--- src/rtl/iline_pkg.sv ---
package iline_pkg;
  typedef enum logic [1:0] {
    FS_IDLE = 2'd0,
    FS_REQ  = 2'd1,
    FS_FILL = 2'd2
  } fill_state_e;
endpackage

--- src/rtl/ilb_rst_sync.sv ---
module ilb_rst_sync (
  input  logic clk,
  input  logic rst_n,
  output logic rst_q_n
);
  logic stage_q;

  always_ff @(posedge clk or negedge rst_n) begin
    if (!rst_n) begin
      stage_q <= 1'b0;
      rst_q_n <= 1'b0;
    end else begin
      stage_q <= 1'b1;
      rst_q_n <= stage_q;
    end
  end
endmodule

--- src/rtl/ilb_fill_ctrl.sv ---
module ilb_fill_ctrl
  import iline_pkg::*;
#(
  parameter int TAG_W = 15,
  parameter int WORDS = 8,
  localparam int OFF_W = $clog2(WORDS)
) (
  input  logic             clk,
  input  logic             rst_n,
  input  logic             fetch_req,
  input  logic             redirect,
  input  logic [TAG_W-1:0] pc_tag,
  input  logic             mem_gnt,
  input  logic             mem_rvalid,
  output logic             mem_req,
  output logic [TAG_W-1:0] req_tag,
  output logic [TAG_W-1:0] line_tag,
  output logic             line_valid,
  output logic             busy,
  output logic             start,
  output logic             wr_en,
  output logic [OFF_W-1:0] wr_idx
);
  localparam logic [OFF_W-1:0] LAST_IDX = OFF_W'(WORDS - 1);

  fill_state_e      st_q, st_d;
  logic [OFF_W-1:0] cnt_q, cnt_d;
  logic [TAG_W-1:0] pend_q, pend_d;
  logic [TAG_W-1:0] ltag_q, ltag_d;
  logic             lv_q, lv_d;
  logic             tag_match;

  assign tag_match = lv_q && (ltag_q == pc_tag);
  assign start     = (st_q == FS_IDLE) && (redirect || (fetch_req && !tag_match));

  always_comb begin
    st_d   = st_q;
    cnt_d  = cnt_q;
    pend_d = pend_q;
    ltag_d = ltag_q;
    lv_d   = lv_q;
    case (st_q)
      FS_IDLE: begin
        if (start) begin
          st_d   = FS_REQ;
          pend_d = pc_tag;
          lv_d   = 1'b0;
        end
      end
      FS_REQ: begin
        if (mem_gnt) begin
          st_d  = FS_FILL;
          cnt_d = '0;
        end
      end
      FS_FILL: begin
        if (mem_rvalid) begin
          cnt_d = cnt_q + 1'b1;
          if (cnt_q == LAST_IDX) begin
            st_d   = FS_IDLE;
            lv_d   = 1'b1;
            ltag_d = pend_q;
          end
        end
      end
      default: st_d = FS_IDLE;
    endcase
  end

  always_ff @(posedge clk or negedge rst_n) begin
    if (!rst_n) begin
      st_q   <= FS_IDLE;
      cnt_q  <= '0;
      pend_q <= '0;
      ltag_q <= '0;
      lv_q   <= 1'b0;
    end else begin
      st_q  <= st_d;
      cnt_q <= cnt_d;
      lv_q  <= lv_d;
      if (start) pend_q <= pend_d;
      if (st_q == FS_FILL) ltag_q <= ltag_d;
    end
  end

  assign mem_req    = (st_q == FS_REQ);
  assign req_tag    = pend_q;
  assign line_tag   = ltag_q;
  assign line_valid = lv_q;
  assign busy       = (st_q != FS_IDLE);
  assign wr_en      = (st_q == FS_FILL) && mem_rvalid;
  assign wr_idx     = cnt_q;

  // an ungranted request is kept up
  assert_req_held_R3: assert property (@(posedge clk) disable iff (!rst_n)
    (mem_req && !mem_gnt) |=> mem_req);

  // the line turns valid only right after a fill strobe
  assert_valid_on_strobe_R3: assert property (@(posedge clk) disable iff (!rst_n)
    $rose(line_valid) |-> $past(mem_rvalid));
endmodule

--- src/rtl/ilb_line_store.sv ---
module ilb_line_store #(
  parameter int DATA_W = 32,
  parameter int WORDS  = 8,
  localparam int OFF_W = $clog2(WORDS)
) (
  input  logic                        clk,
  input  logic                        rst_n,
  input  logic                        wr_en,
  input  logic [OFF_W-1:0]            wr_idx,
  input  logic [DATA_W-1:0]           wr_data,
  output logic [WORDS-1:0][DATA_W-1:0] words
);
  for (genvar gi = 0; gi < WORDS; gi++) begin : g_word
    logic ce;
    assign ce = wr_en && (wr_idx == OFF_W'(gi));
    always_ff @(posedge clk or negedge rst_n) begin
      if (!rst_n) begin
        words[gi] <= '0;
      end else if (ce) begin
        words[gi] <= wr_data;
      end
    end
  end
endmodule

--- src/rtl/ilb_window.sv ---
module ilb_window #(
  parameter int               REG_AW   = 9,
  parameter int               WORDS    = 8,
  parameter logic [REG_AW-1:0] WIN_BASE = 9'h1E0,
  localparam int              OFF_W    = $clog2(WORDS)
) (
  input  logic [REG_AW-1:0] reg_addr,
  output logic              in_win,
  output logic [OFF_W-1:0]  win_idx
);
  assign in_win  = (reg_addr[REG_AW-1:OFF_W] == WIN_BASE[REG_AW-1:OFF_W]);
  assign win_idx = reg_addr[OFF_W-1:0];
endmodule

--- src/rtl/iline_buf.sv ---
module iline_buf #(
  parameter int               PC_W     = 18,
  parameter int               DATA_W   = 32,
  parameter int               WORDS    = 8,
  parameter int               REG_AW   = 9,
  parameter logic [REG_AW-1:0] WIN_BASE = 9'h1E0,
  localparam int              OFF_W    = $clog2(WORDS),
  localparam int              TAG_W    = PC_W - OFF_W
) (
  input  logic              clk,
  input  logic              rst_n,
  input  logic              fetch_req,
  input  logic [PC_W-1:0]   fetch_pc,
  input  logic              redirect,
  output logic              instr_valid,
  output logic [DATA_W-1:0] instr,
  output logic              stall,
  input  logic [REG_AW-1:0] win_addr,
  output logic              win_hit,
  output logic [DATA_W-1:0] win_rdata,
  input  logic              dat_req,
  output logic              dat_hold,
  output logic              mem_req,
  output logic [TAG_W-1:0]  mem_line_addr,
  input  logic              mem_gnt,
  input  logic              mem_rvalid,
  input  logic [DATA_W-1:0] mem_rdata
);
  logic                         rst_q_n;
  logic [TAG_W-1:0]             pc_tag;
  logic [OFF_W-1:0]             pc_off;
  logic [TAG_W-1:0]             line_tag;
  logic                         line_valid;
  logic                         busy;
  logic                         start;
  logic                         wr_en;
  logic [OFF_W-1:0]             wr_idx;
  logic [WORDS-1:0][DATA_W-1:0] words;
  logic                         in_win;
  logic [OFF_W-1:0]             win_idx;
  logic                         hit;

  assign pc_tag = fetch_pc[PC_W-1:OFF_W];
  assign pc_off = fetch_pc[OFF_W-1:0];

  ilb_rst_sync u_rst (
    .clk     (clk),
    .rst_n   (rst_n),
    .rst_q_n (rst_q_n)
  );

  ilb_fill_ctrl #(.TAG_W(TAG_W), .WORDS(WORDS)) u_ctrl (
    .clk        (clk),
    .rst_n      (rst_q_n),
    .fetch_req  (fetch_req),
    .redirect   (redirect),
    .pc_tag     (pc_tag),
    .mem_gnt    (mem_gnt),
    .mem_rvalid (mem_rvalid),
    .mem_req    (mem_req),
    .req_tag    (mem_line_addr),
    .line_tag   (line_tag),
    .line_valid (line_valid),
    .busy       (busy),
    .start      (start),
    .wr_en      (wr_en),
    .wr_idx     (wr_idx)
  );

  ilb_line_store #(.DATA_W(DATA_W), .WORDS(WORDS)) u_store (
    .clk     (clk),
    .rst_n   (rst_q_n),
    .wr_en   (wr_en),
    .wr_idx  (wr_idx),
    .wr_data (mem_rdata),
    .words   (words)
  );

  ilb_window #(.REG_AW(REG_AW), .WORDS(WORDS), .WIN_BASE(WIN_BASE)) u_win (
    .reg_addr (win_addr),
    .in_win   (in_win),
    .win_idx  (win_idx)
  );

  assign hit         = fetch_req && !redirect && !busy && line_valid && (line_tag == pc_tag);
  assign instr_valid = hit;
  assign instr       = words[pc_off];
  assign stall       = fetch_req && !hit;
  assign win_hit     = in_win && line_valid;
  assign win_rdata   = in_win ? words[win_idx] : '0;
  assign dat_hold    = dat_req && (busy || start);

  // a delivered instruction never coincides with a fill request
  assert_hit_no_req_R4: assert property (@(posedge clk) disable iff (!rst_q_n)
    instr_valid |-> !mem_req);

  // a redirect is never served from the old line
  assert_redirect_refetch_R6: assert property (@(posedge clk) disable iff (!rst_q_n)
    redirect |-> !instr_valid);

  // data accesses wait while the arbiter is being asked for a line
  assert_fill_priority_R8: assert property (@(posedge clk) disable iff (!rst_q_n)
    (dat_req && mem_req) |-> dat_hold);

  // outside a fill the stored words do not move
  assert_line_stable_R10: assert property (@(posedge clk) disable iff (!rst_q_n)
    (!busy && !start) |=> $stable(words));
endmodule

--- config.mk ---
export PLATFORM = sky130hd
export DESIGN_NAME = iline_buf
export DESIGN_NICKNAME = d
export VERILOG_FILES = /design/src/rtl/iline_pkg.sv /design/src/rtl/ilb_rst_sync.sv /design/src/rtl/ilb_fill_ctrl.sv /design/src/rtl/ilb_line_store.sv /design/src/rtl/ilb_window.sv /design/src/rtl/iline_buf.sv
export SDC_FILE = /design/constraint.sdc
export NUM_CORES = 1
export LEC_CHECK = 0
export CORE_MARGIN = 2
export CORE_UTILIZATION = 55
export CTS_CLUSTER_SIZE = 28
export DETAILED_ROUTE_END_ITERATION = 12
export GPL_TIMING_DRIVEN = 1
export PLACE_DENSITY = 0.75
export SYNTH_ARGS = -nofsm -noshare
export SYNTH_HDL_FRONTEND = slang
export SYNTH_SLANG_ARGS = --single-unit
--- constraint.sdc ---
create_clock -name clk -period 9.69 [get_ports clk]
set_clock_uncertainty 0.15 [all_clocks]
set_input_delay 1.938 -clock clk [delete_from_list [all_inputs] [get_ports clk]]
set_output_delay 1.938 -clock clk [all_outputs]
set_load 0.01 [all_outputs]
==> metrics.txt, run 1 <==
status=finished, final reports clean; final-report setup violation count=0; most frequent CP cell=clkdlybuf4s50_1; Clk pwr share=just under 30%; Mapped Nets=between 1k and 1.5k; CTS Buffer Depth=3; TritonCTS sink count=roughly 300; Pint=0.00318 W; Worst EP required=7600 ps; Setup WS pre-CTS=2630 ps; final setup TNS=0 ps; Crit Path Class=in -> out; I/O pin count=150; post-route setup slack=~2600 ps; height of the die=172 um; Clk Tree Root Cell=clkbuf_16; CP arrival=around 5000 ps; Cell variety after synth=40; total track usage=24.5%; Yosys reg bits=slightly below 300; sequential element share of the synthesized area=a little under half; worst slew pin tran=between 1000 and 1500 ps; Gate Count Post-Synth=between 1k and 1.5k; Peak Freq=around 0.14 GHz; area grow syn2layout=18.5%; total grt overflow=0; CTS tree=done; Setup Fix Bufs, Post-CTS=0; Tcrit/Tclk final=72.8%; final antenna-violating net count=0; # rows=slightly above 60; share of layout cells above drive strength 1=between 40% and 50%; critical path endpoint category=output port; antenna violations before repair=1; Comb pwr share=28.4%; post-cts hold buffer count=0; drt pass-1 iters=5; final net count=approximately 1.2k; vias per cell=6.25; Starting Density=55.9%; predominant post-synthesis flop cell=dfrtp_1; DR WL/cell=between 20 and 25 um; maxcap violations=0; worst hold path type=reg -> reg; peak supply drop=approximately 150 uV; Final Hold Slack=204 ps; DIE AREA=roughly 30,000 sq um; Clock Pin Slew Worst Setup and Hold Paths=~50 ps; Final Critical Period=7060 ps; initial DRC count=650; TritonCTS buffer count=34; Syn. warnings=0; critical path peak fanout=11; ANT cells=0; vias=between 9k and 10k; Largest stage delay, worst path=670 ps; Flop pwr share=between 40% and 50%; clk_lat worst skew=about 500 ps; largest net degree at the start of global routing=between 150 and 200; Final Hold Viols=0; Max Transition Viols Final=0; H-tree Lvls=2; core box area=between 20,000 and 30,000 sq um; Sw Ratio=a little over a quarter; DPL Wire Length=roughly 20,000 um; max_slew headroom=around a fifth; Die Span X=172 um; Routed WL=between 30,000 and 40,000 um; Power Density=approximately 240 nW/um^2; post-CTS resize count=0; I/O Buffers=roughly 150; DRC violations left=0; first-pass GRT wire length=55,900 um; Synth Cell Area=15,600 sq um; FFs w/ async S/R, synth=100%; syn avg cell area=approximately 15 sq um; gpl congestion=~0.78; Psw=about 0.0012 W; critical path cell sequence=clkdlybuf4s50_1 -> xor2_1 -> nor4_1 -> nand4_1 -> buf_4 -> o41a_1 -> clkdlybuf4s50_1; unrepaired setup endpoints after global routing=false; vias in the first global route=between 10k and 15k; Critical Path Start Type=input pin; Post-synth EDFFs=0; P_leak=roughly 8.4 nW; Worst path slowest cell=nand4_1
## critical path, delay by kind of cell
kind / cells / cell delay, ps
xor gates and xnor gates: 1 / 190
AOI/OAI and AO/OA: 1 / 330
and+or+nand+nor: 2 / 1090
buffers and inverters: 3 / 1410
## metal layers
layer  share of wire (%)  vias up  track usage, %
met4                 1.7        2            5.30
met3                 5.0       49            3.98
met5               0.031        -               0
li1                    -     4200               -
met1                  44     5126            35.1
met2                  49      266            40.2
## per-stage QoR
step / cell area, sq um / power (W) / std cells / util, %
after global placement: 17300 / 0.00307 / 1481 / 62.1
final: 18500 / 0.00439 / 1543 / 66.3
after CTS: 18500 / 0.00443 / 1543 / 66.3
after floorplan: 15600 / 0.00271 / 1019 / -
after global routing: 18500 / 0.00462 / 1543 / 66.3
after detailed placement: 17300 / 0.00313 / 1481 / 62.1
## cell families (layout without fill, tap and decap cells)
family          after synthesis  after routing  share of synthesized area, %
simple gates                 93             93                          3.12
mux                         478            478                          43.4
compound gates               46             46                          2.39
other cells                   1              1                        0.0241
flops                       294            294                          47.2
buf+inv                      86            232                          2.49
fa+ha+maj                     6              6                         0.482
xor+xnor                     15             15                         0.843
## synthesized netlist by cell type (2+ instances only)
cell type  instances  area (sq um)
a221oi_1          30           263
mux2_2           297          3340
and3_1            15          93.8
nand2_1            4          15.0
a21oi_1            5          25.0
nor2_1            37           139
nand3_1            3          15.0
ha_1               6          75.1
xor2_1            15           131
nand2_2            3          18.8
a31o_2             2          17.5
buf_1             10          37.5
inv_1              4          15.0
mux2i_1           47           470
mux2_1             6          67.6
mux4_2           128          2880
clkbuf_1          22          82.6
dfrtp_1          294          7360
nor4_1             4          25.0
buf_2             48           240
nor2b_1           17           106
o21ai_0            2          10.0
nand4_1            2          12.5
a211oi_1           2          15.0
## cell type report
class	instances	area, sq um
Inverter	4	15.0
Fill cell	2011	9400
Clock buffer	54	1080
Timing Repair Buffer	166	1610
Sequential cell	294	7360
Multi-Input combinational cell	639	7860
Tap cell	378	473
Clock inverter	8	67.6
## worst paths after layout
| path | from | endpoint | slack [ps] | cells past startpoint |
|---|---|---|---|---|
| setup / recovery | fetch_pc[12] | stall | 2630 | 7 |
| hold / removal | u_rst.stage_q | u_rst.rst_q_n | 200 | 0 |
| setup reg to reg | u_ctrl.line_tag[9] | u_ctrl.st_q[0] | 7110 | 5 |
| hold reg to reg | u_rst.stage_q | u_rst.rst_q_n | 200 | 0 |
| max in group asynchronous | u_rst.rst_q_n | u_store.words[122] | 7700 | 1 |
| min in group asynchronous | u_rst.rst_q_n | u_ctrl.line_tag[12] | 250 | 0 |
## placed cells by master, fill, tap and decap left out, types with 3 or more instances in the layout
cell and instances:
dfrtp_1 293, mux4_2 128, nand2_2 4, a221oi_1 30, and3_1 15, nor4_1 4
clkbuf_1 8, inv_1 4, ha_1 6, nand3_2 3, mux2_1 6, clkinv_2 6
mux2i_1 47, nor2b_1 17, buf_4 18, nand2_1 3, nor2_1 37, clkdlybuf4s50_1 143
buf_2 4, clkbuf_8 9, clkbuf_16 37, mux2_2 297, a21oi_1 5, xor2_1 15
## registers in the layout (all words and copies together) (netlist names)
signal             count
u_ctrl.st_q            2
u_store.words        256
u_ctrl.line_valid      1
u_ctrl.wr_idx          3
u_ctrl.line_tag       15
u_ctrl.req_tag        15
u_rst.stage_q          1
u_rst.rst_q_n          1
## power by group through the flow
stage	logic, W	registers (W)	clock network [W]
after floorplan	0.000903	0.00181	0
after global placement	0.00122	0.00185	0
after detailed placement	0.00125	0.00187	0
after CTS	0.00126	0.00185	0.00131
after global routing	0.00135	0.00191	0.00136
final	0.00125	0.00186	0.00128
No activity file was read; power rests on OpenSTA's default activity.
==> run 2: changes to the inputs <==
CORE_UTILIZATION = 52   (was 55)
PLACE_DENSITY = 0.74   (was 0.75)
clock period = 5.7 ns   (was 9.69 ns; I/O delays follow)
==> metrics.txt, run 2 (same netlist as run 1, synthesis figures left out) <==
status=finished, final reports clean; critical path cell sequence=clkdlybuf4s50_1 -> xor2_1 -> nor4_1 -> nand4_1 -> o41a_1 -> clkdlybuf4s50_1; DR WL/cell=22.7 um (-0.20%); H-tree Lvls=1 (-1); max_slew headroom=18.7% (-2.0 points); Routed WL=35,400 um (+0.96%); Setup Fix Bufs, Post-CTS=0 (unchanged); commonest non-fill, non-tap cell in the layout=mux2_2; R2R depth=5 (unchanged); Largest stage delay, worst path=490 ps (-180 ps); TritonCTS sink count=294 (unchanged); final setup TNS=0 ps (unchanged); total track usage=22.9% (-1.6 points); vias=9,552 (-0.94%); gpl congestion=0.720 (-7.8%); Max Transition Viols Final=0 (unchanged); DRC violations left=0 (unchanged); I/O pin count=150 (unchanged); CP arrival=3350 ps (-1620 ps); CTS Buffer Depth=3 (unchanged); vias per cell=6.12 (-2.1%); Final Hold Viols=0 (unchanged); core box area=29,600 sq um (+6.1%); peak supply drop=258 uV (+76%); drt pass-1 iters=4 (-1); final-report setup violation count=0 (unchanged); total grt overflow=0 (unchanged); # rows=63 (+3.3%); maxcap violations=0 (unchanged); Worst path slowest cell=clkdlybuf4s50_1; most frequent cells in the layout=mux2_2 (297), dfrtp_1 (293), clkdlybuf4s50_1 (143); fillers=2,216 (+10%); Starting Density=52.7% (-3.2 points); final net count=1,218 (+0.58%); TritonCTS buffer count=31 (-8.8%); I/O Buffers=149 (unchanged); Crit Path Class=in -> out; final antenna-violating net count=0 (unchanged); worst slew pin tran=1220 ps (+29.2 ps); Final Critical Period=approximately 4600 ps; Clk Tree Root Cell=clkbuf_16; CTS tree=done; largest net degree at the start of global routing=162 (-1.2%); Die Span X=177 um (+2.8%); height of the die=177 um (+2.8%); Worst EP required=4410 ps (-3190 ps); Peak Freq=~0.22 GHz; DIE AREA=31,400 sq um (+5.6%); P_leak=8.47 nW (+0.31%); most frequent CP cell=clkdlybuf4s50_1; worst hold path type=reg -> async; critical path endpoint category=output port; Tcrit/Tclk final=around four fifths; area grow syn2layout=19.1%; unrepaired setup endpoints after global routing=false; share of layout cells above drive strength 1=44.8% (+0.67 points); Tot Pwr=0.00738 W (+68%); Power Density=398 nW/um^2 (+67%); DPL Wire Length=20,700 um (+1.1%); antenna violations before repair=1 (unchanged); Top reg by flops=u_store.words; vias in the first global route=9,884 (-1.5%); post-CTS resize count=0 (unchanged); max FFs per register=256 (unchanged); clk_lat worst skew=550 ps (+50 ps); Critical Path Start Type=input pin; initial DRC count=682 (+4.9%); Clock Pin Slew Worst Setup and Hold Paths=60 ps (about the same); post-cts hold buffer count=0 (unchanged); first-pass GRT wire length=55,600 um (-0.57%); critical path peak fanout=4 (-7)
==> run 2: metrics by stage <==
step	worst slack (ps)	utilization [%]	instances	hold slack, ps	area, sq um
finish	1060	62.8	1561	165	18600
global route	968	62.8	1560	217	18600
CTS	1020	62.8	1560	183	18600
detailed placement	1020	59.2	1503	181	17500
global placement	1030	59.2	1503	178	17500
floorplan	736	-	1019	181	15600
==> run 2: final cells by class <==
| type | instances | area (sq um) | share of cell area (%) |
|---|---|---|---|
| Sequential cell | 294 | 7360 | 39.7 |
| Antenna cell | 1 | 2.50 | 0.0135 |
| Inverter | 4 | 15.0 | 0.0809 |
| Clock inverter | 18 | 206 | 1.11 |
| Tap cell | 390 | 488 | 2.63 |
| Multi-Input combinational cell | 639 | 7860 | 42.3 |
| Clock buffer | 39 | 856 | 4.61 |
| Timing Repair Buffer | 176 | 1770 | 9.54 |
==> run 2: path summary, 6_finish.rpt <==
path	startpoint	endpoint	slack, ps
max in group asynchronous	u_rst.rst_q_n	u_store.words[10]	3970
hold reg to reg	u_rst.rst_q_n	u_ctrl.line_tag[12]	170
setup reg to reg	u_ctrl.wr_idx[0]	u_store.words[246]	2750
setup / recovery	fetch_pc[14]	stall	1060
hold / removal	u_rst.rst_q_n	u_ctrl.line_tag[12]	170
min in group clk	u_rst.stage_q	u_rst.rst_q_n	200
==> run 2: worst max-delay path: cells and delay by family <==
kind	cells	cell delay (ps)
XOR/XNOR	1	200
AO/OA/AOI/OAI	1	380
buffers and inverters	2	980
AND/OR/NAND/NOR	2	650
==> run 2: per-layer routing <==
metal / routed length [um] / global-route usage [%] / vias up
met3: 1520 / 3.39 / 31
li1: - / - / 4208
met5: 0 / 0 / -
met1: 16400 / 33.4 / 5124
met4: 422 / 3.79 / 0
met2: 17100 / 37.5 / 189
==> run 2: where the power goes <==
group          leakage (nW)  switching, W  total (W)  internal [W]
combinational          4.00      0.000747    0.00214       0.00139
clock                 0.514      0.000843    0.00208       0.00124
sequential             3.96      0.000472    0.00316       0.00269
==> run 3: changes to the inputs <==
CORE_UTILIZATION = 55   (was 52)
PLACE_DENSITY = 0.75   (was 0.74)
clock period = 4.3 ns   (was 5.7 ns; I/O delays follow)
==> metrics.txt, run 3 (same netlist as run 1, synthesis figures left out) <==
status=finished, final reports clean; post-route setup slack=205 ps (-854 ps); CTS Buffer Depth=3 (unchanged); core box area=27,900 sq um (-5.8%); drt pass-1 iters=4 (unchanged); vias in the first global route=10.2k (+3.7%); Top delay family on crit path=buffers and inverters; # rows=61 (-3.2%); Final Hold Viols=0 (unchanged); H-tree Lvls=2 (+1); I/O pin count=150 (unchanged); Die Span X=172 um (-2.7%); FF-to-FF End=u_store.words[137]; max_slew headroom=45.9% (+27 points); total placed cells including tap cells=1,502 (-0.067%); Largest stage delay, worst path=560 ps (+70 ps); Tot Pwr=0.0100 W (+35%); critical path peak fanout=14 (+10); Final Critical Period=around 4100 ps; worst slew pin tran=811 ps (-408 ps); Critical Path Start Type=input pin; CTS tree=done; final-report setup violation count=0 (unchanged); initial DRC count=710 (+4.1%); R2R Path Start=u_ctrl.st_q[1]; area grow syn2layout=20.5%; unrepaired setup endpoints after global routing=false; Setup Fix Bufs, Post-CTS=0 (unchanged); Max Transition Viols Final=0 (unchanged); P_leak=8.61 nW (+1.6%); height of the die=172 um (-2.7%); most frequent cells in the layout=mux2_2 (297), dfrtp_1 (293), clkdlybuf4s50_1 (143); antenna violations before repair=1 (unchanged); first-pass GRT wire length=58,100 um (+4.5%); Worst setup endpoint=instr_valid; Worst path slowest cell=clkdlybuf4s50_1; total grt overflow=0 (unchanged); peak supply drop=359 uV (+39%); clk_lat worst skew=500 ps (-50 ps); commonest non-fill, non-tap cell in the layout=mux2_2; Clk Tree Root Cell=clkbuf_16; Worst EP required=3290 ps (-1120 ps); gpl congestion=0.745 (+3.5%); Tcrit/Tclk final=95.2%; vias=9,647 (+0.99%); post-route insts no fill=1,563 (+0.13%); TritonCTS sink count=294 (unchanged); DRC violations left=0 (unchanged); TritonCTS buffer count=34 (+9.7%); final setup TNS=0 ps (unchanged); CP arrival=3090 ps (-260 ps); DPL Wire Length=22,300 um (+7.8%); largest net degree at the start of global routing=104 (-36%); maxcap violations=0 (unchanged); CP startpoint=fetch_pc[4]; Setup WS pre-CTS=203 ps (-822 ps); Routed WL=36,500 um (+3.0%); Final Util=67.4% (+4.6 points); I/O Buffers=149 (unchanged); Peak Freq=0.244 GHz; most frequent CP cell=clkdlybuf4s50_1; Starting Density=55.9% (+3.2 points); Top reg by flops=u_store.words; DIE AREA=29,700 sq um (-5.3%); Power Density=532 nW/um^2 (+34%); final antenna-violating net count=0 (unchanged); vias per cell=6.17 (+0.87%); Clock Pin Slew Worst Setup and Hold Paths=60 ps (about the same); FF-to-FF setup slack=1600 ps (-1150 ps); post-CTS resize count=0 (unchanged); worst hold path type=reg -> reg; critical path endpoint category=output port; Crit. path cell count=7 (+1); total track usage=25.8% (+2.9 points); max FFs per register=256 (unchanged); Crit Path Class=in -> out; share of layout cells above drive strength 1=45.2% (+0.40 points); final net count=1,232 (+1.1%); post-cts hold buffer count=0 (unchanged); DR WL/cell=23.4 um (+2.9%); critical path cell sequence=clkdlybuf4s50_1 -> xor2_1 -> nor4_1 -> nand4_1 -> buf_4 -> nor3_1 -> clkdlybuf4s50_1; R2R depth=4 (-1); CP Buf/Inv Count=3 (+1)
[run 3: cell types whose count changed in the layout (fill, tap and decap cells not counted)]
| cell | change |
|---|---|
| clkbuf_8 | +6 |
| clkinv_4 | -1 |
| clkinv_2 | -3 |
| clkbuf_16 | +6 |
| buf_4 | +6 |
| buf_12 | +5 |
| clkbuf_1 | +3 |
| bufinv_16 | -3 |
| clkinvlp_4 | -5 |
[run 3: how the worst min path moves through the flow]
stage,startpoint,to,slack [ps],cells past startpoint
after floorplan,u_rst.stage_q,u_rst.rst_q_n,180,0
after global placement,u_rst.stage_q,u_rst.rst_q_n,190,0
after detailed placement,u_rst.stage_q,u_rst.rst_q_n,190,0
after CTS,u_rst.stage_q,u_rst.rst_q_n,200,0
after global routing,u_rst.stage_q,u_rst.rst_q_n,200,0
final,u_rst.stage_q,u_rst.rst_q_n,200,0
[run 3: layout make-up]
class,instances,area (sq um)
inverters,4,15.0
clock buffers,54,1100
diodes,1,2.50
fillers,1955,9080
clock inverters,6,55.1
multi-input cells,639,7860
well taps,378,473
flip-flops and latches,294,7360
repair buffers,187,1910
[run 3: where the power goes]
group          switching [W]  total [W]  internal (W)
Combinational        0.00102    0.00287       0.00185
Sequential          0.000642    0.00421       0.00356
Clock                0.00111    0.00292       0.00181
Total                0.00277     0.0100       0.00723
[run 3: per-stage QoR]
stage                     hold slack [ps]  instance area (sq um)
after detailed placement              187                  17600
after global routing                  203                  18800
final                                 197                  18800
after global placement                186                  17600
after floorplan                       181                  15600
after CTS                             196                  18800
[run 3: per-layer routing]
metal	part of all wire, %	vias to the layer above	track usage [%]
met5	0	-	0
met4	1.5	0	6.32
met3	5.2	48	4.99
met2	49	237	42.0
met1	44	5130	36.2
li1	-	4232	-
